File: config.mk
export PLATFORM = sky130hd
export DESIGN_NAME = can_accept_filter
export DESIGN_NICKNAME = d
export VERILOG_FILES = /design/src/rtl/can_accept_filter.sv
export SDC_FILE = /design/constraint.sdc
export NUM_CORES = 1
export LEC_CHECK = 0
export BUFFER_PORTS_ARGS = -buffer_cell sky130_fd_sc_hd__buf_4
export CORE_AREA = 3 3 322 324
export CTS_CLUSTER_SIZE = 25
export DETAILED_ROUTE_END_ITERATION = 8
export DIE_AREA = 0 0 325 327
export SYNTH_ARGS = -nofsm -noshare
export SYNTH_HDL_FRONTEND = slang
export SYNTH_SLANG_ARGS = --single-unit
File: constraint.sdc
create_clock -name clk -period 5.2 [get_ports clk]
set_input_delay 0.78 -clock clk [delete_from_list [all_inputs] [get_ports clk]]
set_output_delay 0.78 -clock clk [all_outputs]
set_load 0.005 [all_outputs]
File: src/rtl/can_accept_filter.sv
module can_accept_filter #(
  parameter int NCTR = 15,
  parameter int IDW  = 29,
  parameter int STDW = 11,
  parameter int BW   = 8,
  parameter int DLCW = 4,
  parameter int IXW  = $clog2(NCTR + 1)
) (
  input  logic                 clk,
  input  logic                 rst_n,
  input  logic                 frm_valid,
  input  logic [IDW-1:0]       frm_id,
  input  logic                 frm_ext,
  input  logic [DLCW-1:0]      frm_dlc,
  input  logic [BW-1:0]        frm_b0,
  input  logic [BW-1:0]        frm_b1,
  input  logic [IDW-1:0]       gid_mask,
  input  logic [BW-1:0]        gmed_mask0,
  input  logic [BW-1:0]        gmed_mask1,
  input  logic [NCTR*IDW-1:0]  ctr_arb,
  input  logic [NCTR*BW-1:0]   ctr_ref0,
  input  logic [NCTR*BW-1:0]   ctr_ref1,
  input  logic [NCTR-1:0]      ctr_ext,
  input  logic [NCTR-1:0]      ctr_tx,
  input  logic [NCTR-1:0]      ctr_gmask_en,
  input  logic [NCTR-1:0]      ctr_media_en,
  output logic                 match_vld,
  output logic [IXW-1:0]       match_idx
);

  localparam logic [DLCW-1:0] MAXLEN = DLCW'(8);

  logic [NCTR-1:0] hit;
  logic [IXW-1:0]  win;
  logic [DLCW-1:0] dlc_eff;
  logic [IDW-1:0]  fmt_bits;

  assign dlc_eff  = (frm_dlc > MAXLEN) ? MAXLEN : frm_dlc;
  assign fmt_bits = frm_ext ? {IDW{1'b1}} : {{(IDW-STDW){1'b0}}, {STDW{1'b1}}};

  for (genvar g = 0; g < NCTR; g++) begin : g_ctr
    logic [IDW-1:0]  arb, idm;
    logic [BW-1:0]   m0, m1;
    logic [DLCW-1:0] need;
    logic            id_ok, med_ok, is_rx;

    assign arb    = ctr_arb[g*IDW +: IDW];
    assign idm    = (ctr_gmask_en[g] ? gid_mask : {IDW{1'b1}}) & fmt_bits;
    assign id_ok  = ((frm_id ^ arb) & idm) == '0;
    assign m0     = ctr_gmask_en[g] ? gmed_mask0 : {BW{1'b1}};
    assign m1     = ctr_gmask_en[g] ? gmed_mask1 : {BW{1'b1}};
    assign need   = (|m1) ? DLCW'(2) : (|m0) ? DLCW'(1) : DLCW'(0);
    assign med_ok = !ctr_media_en[g] ||
                    ((dlc_eff >= need) &&
                     (((frm_b0 ^ ctr_ref0[g*BW +: BW]) & m0) == '0) &&
                     (((frm_b1 ^ ctr_ref1[g*BW +: BW]) & m1) == '0));
    if (g == NCTR - 1) begin : g_rxonly
      assign is_rx = 1'b1;
    end else begin : g_dir
      assign is_rx = !ctr_tx[g];
    end
    assign hit[g] = is_rx && (ctr_ext[g] == frm_ext) && id_ok && med_ok;
  end

  always_comb begin
    win = '0;
    for (int i = NCTR - 1; i >= 0; i--)
      if (hit[i]) win = IXW'(i + 1);
  end

  always_ff @(posedge clk) begin
    if (!rst_n) begin
      match_vld <= 1'b0;
      match_idx <= '0;
    end else if (frm_valid) begin
      match_vld <= |hit;
      match_idx <= win;
    end else begin
      match_vld <= 1'b0;
      match_idx <= '0;
    end
  end


  vld_after_strobe_chk: assert property (@(posedge clk) disable iff (!rst_n)
    match_vld |-> $past(frm_valid));


  idle_idx_zero_chk: assert property (@(posedge clk) disable iff (!rst_n)
    !match_vld |-> match_idx == '0);


  idx_range_chk: assert property (@(posedge clk) disable iff (!rst_n)
    match_vld |-> (match_idx != '0) && (match_idx <= IXW'(NCTR)));


  tx_never_wins_chk: assert property (@(posedge clk) disable iff (!rst_n)
    (match_vld && match_idx < IXW'(NCTR)) |->
      !(($past(ctr_tx) >> (match_idx - IXW'(1))) & NCTR'(1)));


  fmt_agree_chk: assert property (@(posedge clk) disable iff (!rst_n)
    match_vld |-> ((($past(ctr_ext) >> (match_idx - IXW'(1))) & NCTR'(1)) != '0) == $past(frm_ext));

endmodule

==> results_tabular.tex <==
\begin{tabular}{lr}
\hline
Metric & Value \\
\hline
\multicolumn{2}{l}{\textbf{Timing}} \\
\quad Hold Fails Final Rpt & 0 \\
\quad Setup Total Neg Slack & 0 ns \\
\quad Normalized max-slew margin & 37.4\% \\
\quad Total setup violations reported at the end of the flow & 0 \\
\quad Number of max-slew violations in the final report & 0 \\
\quad Final period utilization & about four fifths \\
\quad Post-route setup slack & 0.982 ns \\
\quad Setup repair after global routing missed its margin & no \\
\quad Transition time at the pin with the least slew margin & between 0.9 and 1 ns \\
\quad Final critical path time including I/O delays and setup & 4.22 ns \\
\quad Timing-limited maximum frequency & between 200 and 250 MHz \\
\multicolumn{2}{l}{\textbf{Setup path}} \\
\quad Kind of start point of the critical path & input pin \\
\quad Critical path data arrival time & $\sim$4.3 ns \\
\quad Cell with the biggest individual delay on the critical path & sky130\_fd\_sc\_hd\_\_a41oi\_1 \\
\quad Kind of end point of the critical path & flip-flop \\
\quad Top fanout value on the critical path & 15 \\
\quad Required time of the worst setup path & roughly 5.3 ns \\
\quad Slowest Stage Delay on Critical Path & 0.45 ns \\
\quad Critical path, cell by cell & buf\_4 -> inv\_1 -> nand4\_1 -> a211oi\_1 -> buf\_4 -> and2\_1 -> ha\_1 -> nand2b\_1 -> a211oi\_1 -> nor4\_1 -> a41oi\_1 -> buf\_4 -> or4\_1 -> nand2b\_1 -> nand3b\_1 -> o311a\_1 \\
\quad Most common cell type on the critical path & sky130\_fd\_sc\_hd\_\_buf\_4 \\
\quad Crit Path Category & in2reg \\
\multicolumn{2}{l}{\textbf{Place}} \\
\quad Area after detailed placement & approximately 21,000 µm² \\
\quad Port Buf Inserts & between 800 and 900 \\
\quad Gp weighted congestion & between 0.9 and 1 \\
\quad Total half-perimeter wirelength after legalization and detailed placement & $\sim$110,000 µm \\
\quad Post-Place Setup Slack & 0.700 ns \\
\multicolumn{2}{l}{\textbf{Pwr}} \\
\quad Peak supply drop & about 0.086 mV \\
\quad Overall power after layout & approximately 2.2 mW \\
\quad Proportion of power drawn by the clock network & a little under 6\% \\
\quad Leakage Power & roughly 8.8 nW \\
\quad Logic gate share of total power & $\sim$90\% \\
\quad PD cells & 102 nW/µm² \\
\quad Internal power summed over all cells & 1.01 mW \\
\quad Proportion of total power due to net switching & between 50\% and 60\% \\
\quad Sequential power share & 1.8\% \\
\quad Total net switching power & roughly 1.2 mW \\
\multicolumn{2}{l}{\textbf{Yosys}} \\
\quad Multiplexer fraction of the synthesized cell area & 0\% \\
\quad Gate count of the mapped netlist & 2,034 \\
\quad Simple logic cell fraction of the synthesized area & between 15 and 20\% \\
\quad Dominant synthesized flop cell & sky130\_fd\_sc\_hd\_\_dfxtp\_1 \\
\quad Arithmetic-cell share of the synthesized area counting full adders, half adders and majority gates & under 10\% \\
\quad Compound-Gate Fraction of Synth Area & around 28\% \\
\quad Post-synth ARST share & 0\% \\
\quad Most frequent cells after synthesis & 484 x sky130\_fd\_sc\_hd\_\_xor2\_1, 415 x sky130\_fd\_sc\_hd\_\_o21ai\_0, 195 x sky130\_fd\_sc\_hd\_\_xnor2\_1, 122 x sky130\_fd\_sc\_hd\_\_a21oi\_1, 104 x sky130\_fd\_sc\_hd\_\_clkbuf\_1 \\
\quad Sequential cell area fraction in the yosys report & less than 1\% \\
\quad Number of flops mapped to enable cells by yosys & 0 \\
\quad Synth top area cells & sky130\_fd\_sc\_hd\_\_xor2\_1 31\%, sky130\_fd\_sc\_hd\_\_o21ai\_0 15\%, sky130\_fd\_sc\_hd\_\_xnor2\_1 12\% \\
\quad Post-synth top area share & roughly 31\% \\
\quad Post-synthesis net count & between 2,000 and 3,000 \\
\quad Number of unique standard cell types used by synthesis & $\sim$70 \\
\quad Total standard cell area after synthesis & 13,900 µm² \\
\quad Yosys top cell by area & sky130\_fd\_sc\_hd\_\_xor2\_1 \\
\quad Number of synthesized register bits & 5 \\
\quad Most common cell in the netlist & sky130\_fd\_sc\_hd\_\_xor2\_1 \\
\quad Post-Synthesis Mean Instance Area & 6.83 µm² \\
\quad Largest family of logic cells by synthesized area & XOR/XNOR gates \\
\quad Post-synthesis share of cell area spent on xor and xnor gates & between 40\% and 50\% \\
\quad Synth Warn \# & 0 \\
\multicolumn{2}{l}{\textbf{Hold path}} \\
\quad Worst min-delay path class & in2reg \\
\multicolumn{2}{l}{\textbf{Routing}} \\
\quad Routed Antenna Nets & 0 \\
\quad Detailed Routing Iterations Pass 1 & 6 \\
\quad Total number of vias & between 15,000 and 20,000 \\
\quad Total wire length after detailed routing & between 100,000 and 150,000 µm \\
\quad WL/cell & roughly 31 µm \\
\quad Post-detailed-route DRC marker count & 0 \\
\quad Starting DRT DRC Count & 2,463 \\
\quad Drt via density & 4.75 \\
\multicolumn{2}{l}{\textbf{Die}} \\
\quad Effective utilization at floorplan & 13.7\% \\
\quad Top Ports & between 800 and 900 \\
\quad Die Wd & around 330 µm \\
\quad Die boundary height & 327 µm \\
\quad Die area & between 100,000 and 150,000 µm² \\
\quad CORE AREA & 101,000 µm² \\
\quad Number of placement rows & roughly 120 \\
\multicolumn{2}{l}{\textbf{Clock network}} \\
\quad CTS clock-pin slew for the worst setup and hold paths & roughly 0.03 ns \\
\quad Post-CTS resize count & 0 \\
\quad \# hold bufs at CTS & 0 \\
\quad CTS tree & done \\
\quad Root buffer selected by CTS & sky130\_fd\_sc\_hd\_\_clkbuf\_16 \\
\quad Setup bufs post-CTS & 0 \\
\quad Sinks on Clock Net & 5 \\
\quad Deepest clock path buffer count & 2 \\
\quad Number of H-tree levels & 1 \\
\quad Number of buffers created by CTS & 3 \\
\multicolumn{2}{l}{\textbf{Finish}} \\
\quad Area overhead of the layout relative to synthesis & 53.2\% \\
\quad Finished Cell Area & around 21,000 µm² \\
\quad Fraction of layout instances using a drive strength above 1 & between 30\% and 40\% \\
\quad Post-layout net count & 3,579 \\
\quad Number of fill cells in the layout & 11,600 \\
\multicolumn{2}{l}{\textbf{Global route}} \\
\quad Largest net degree at the start of global routing & 38 \\
\quad Grt ovf & 0 \\
\quad Number of antenna violations at the first check in global routing & 32 \\
\quad Global-route wire length before repair & approximately 170,000 µm \\
\quad Total routing resource utilization after global routing & 22.9\% \\
\quad Vias in the first global route & approximately 19,000 \\
\multicolumn{2}{l}{\textbf{Run}} \\
\quad Max-capacitance violation count & 0 \\
\multicolumn{2}{l}{\textbf{Outcome}} \\
\quad Outcome & complete, no violations \\
\hline
\end{tabular}
==> worst paths after layout <==
| path | slack [ns] | depth (start not counted) | end | start |
|---|---|---|---|---|
| setup / recovery | 0.98 | 16 | match_vld | gmed_mask1[4] |
| hold / removal | 0.82 | 2 | match_vld | frm_valid |
==> power groups by stage <==
stage	clock network, mW	registers, mW	logic, mW
3_3_place_gp	0	0.0393	1.98
5_1_grt	0.133	0.0387	2.14
2_1_floorplan	0	0.0393	0.922
4_1_cts	0.128	0.0387	1.99
3_5_place_dp	0	0.0393	1.98
6_report	0.128	0.0387	2.02
==> critical path: cells and delay by family <==
kind | cells | cell delay (ns)
buffers and inverters | 4 | 0.92
AND/OR/NAND/NOR | 7 | 1.08
adder cells (fa/ha/maj) | 1 | 0.22
AO/OA/AOI/OAI | 4 | 1.29
==> logic make-up after synthesis <==
kind of cell    Yosys count
compound gates          682
xor+xnor                680
simple gates            389
buf+inv                 248
fa+ha+maj                30
flops                     5
==> sequential cells by signal (all words and copies together) (netlist names) <==
signal / cells
match_idx: 4
match_vld: 1
==> metrics by stage <==
stage / std cells / utilization [%] / hold WS, ns
floorplan: 2034 / - / 0.911
global placement: 4079 / 20.9 / 1.04
detailed placement: 4079 / 20.9 / 1.05
CTS: 4083 / 20.9 / 0.820
global route: 4087 / 21.0 / 0.830
finish: 4100 / 21.0 / 0.817
==> layout by cell type, fill, tap and decap left out, types with 3 or more instances in the layout <==
cell                        synthesis  layout
sky130_fd_sc_hd__and2b_1            4       4
sky130_fd_sc_hd__nand2_1           18      18
sky130_fd_sc_hd__a21oi_1          122     122
sky130_fd_sc_hd__and2_1            15      15
sky130_fd_sc_hd__clkbuf_16          0       3
sky130_fd_sc_hd__a22oi_1           21      21
sky130_fd_sc_hd__a31oi_1            3       3
sky130_fd_sc_hd__nand2b_1          30      30
sky130_fd_sc_hd__diode_2            0      17
sky130_fd_sc_hd__or4_1             19      19
sky130_fd_sc_hd__o2111ai_1          4       4
sky130_fd_sc_hd__nand3_1            8       8
sky130_fd_sc_hd__inv_2              6       6
sky130_fd_sc_hd__or3_1              5       5
sky130_fd_sc_hd__or2_2              4       4
sky130_fd_sc_hd__nor2b_1           85      85
sky130_fd_sc_hd__a211o_1            6       6
sky130_fd_sc_hd__nor4b_1            3       3
sky130_fd_sc_hd__a41oi_1            5       5
sky130_fd_sc_hd__o41ai_1            7       6
sky130_fd_sc_hd__xnor2_1          195     195
sky130_fd_sc_hd__nor3_1            27      27
sky130_fd_sc_hd__dfxtp_1            5       5
sky130_fd_sc_hd__buf_4              8     877
sky130_fd_sc_hd__nor2_1            15      15
sky130_fd_sc_hd__o21ai_1            7       7
sky130_fd_sc_hd__and4_1             4       4
sky130_fd_sc_hd__inv_1             42      42
sky130_fd_sc_hd__o41a_1            10      10
sky130_fd_sc_hd__ha_1              30      30
sky130_fd_sc_hd__o22ai_1           51      51
sky130_fd_sc_hd__nor4_1            36      36
sky130_fd_sc_hd__a211oi_1          12      12
sky130_fd_sc_hd__xor2_1           484     484
sky130_fd_sc_hd__o21ai_0          415     415
sky130_fd_sc_hd__nand4_1           97      97
==> layer usage <==
layer | global-route usage, % | up-vias | wire [µm]
met1 | 29.5 | 9244 | 53000
met3 | 7.01 | 247 | 13800
met4 | 5.65 | 16 | 4050
li1 | - | 8522 | -
met2 | 37.1 | 1466 | 57900
met5 | 0 | - | 105
==> final cells by class <==
| cell class | count | area (µm²) | share of cell area [%] |
|---|---|---|---|
| Tap cell | 1368 | 1710 | 8.04 |
| Inverter | 48 | 180 | 0.846 |
| Multi-Input combinational cell | 1781 | 12600 | 59.2 |
| Antenna cell | 17 | 42.5 | 0.200 |
| Sequential cell | 5 | 100 | 0.470 |
| Timing Repair Buffer | 877 | 6580 | 30.9 |
| Clock buffer | 4 | 78.8 | 0.370 |
Note: power is estimated with default switching activity, not from simulation.
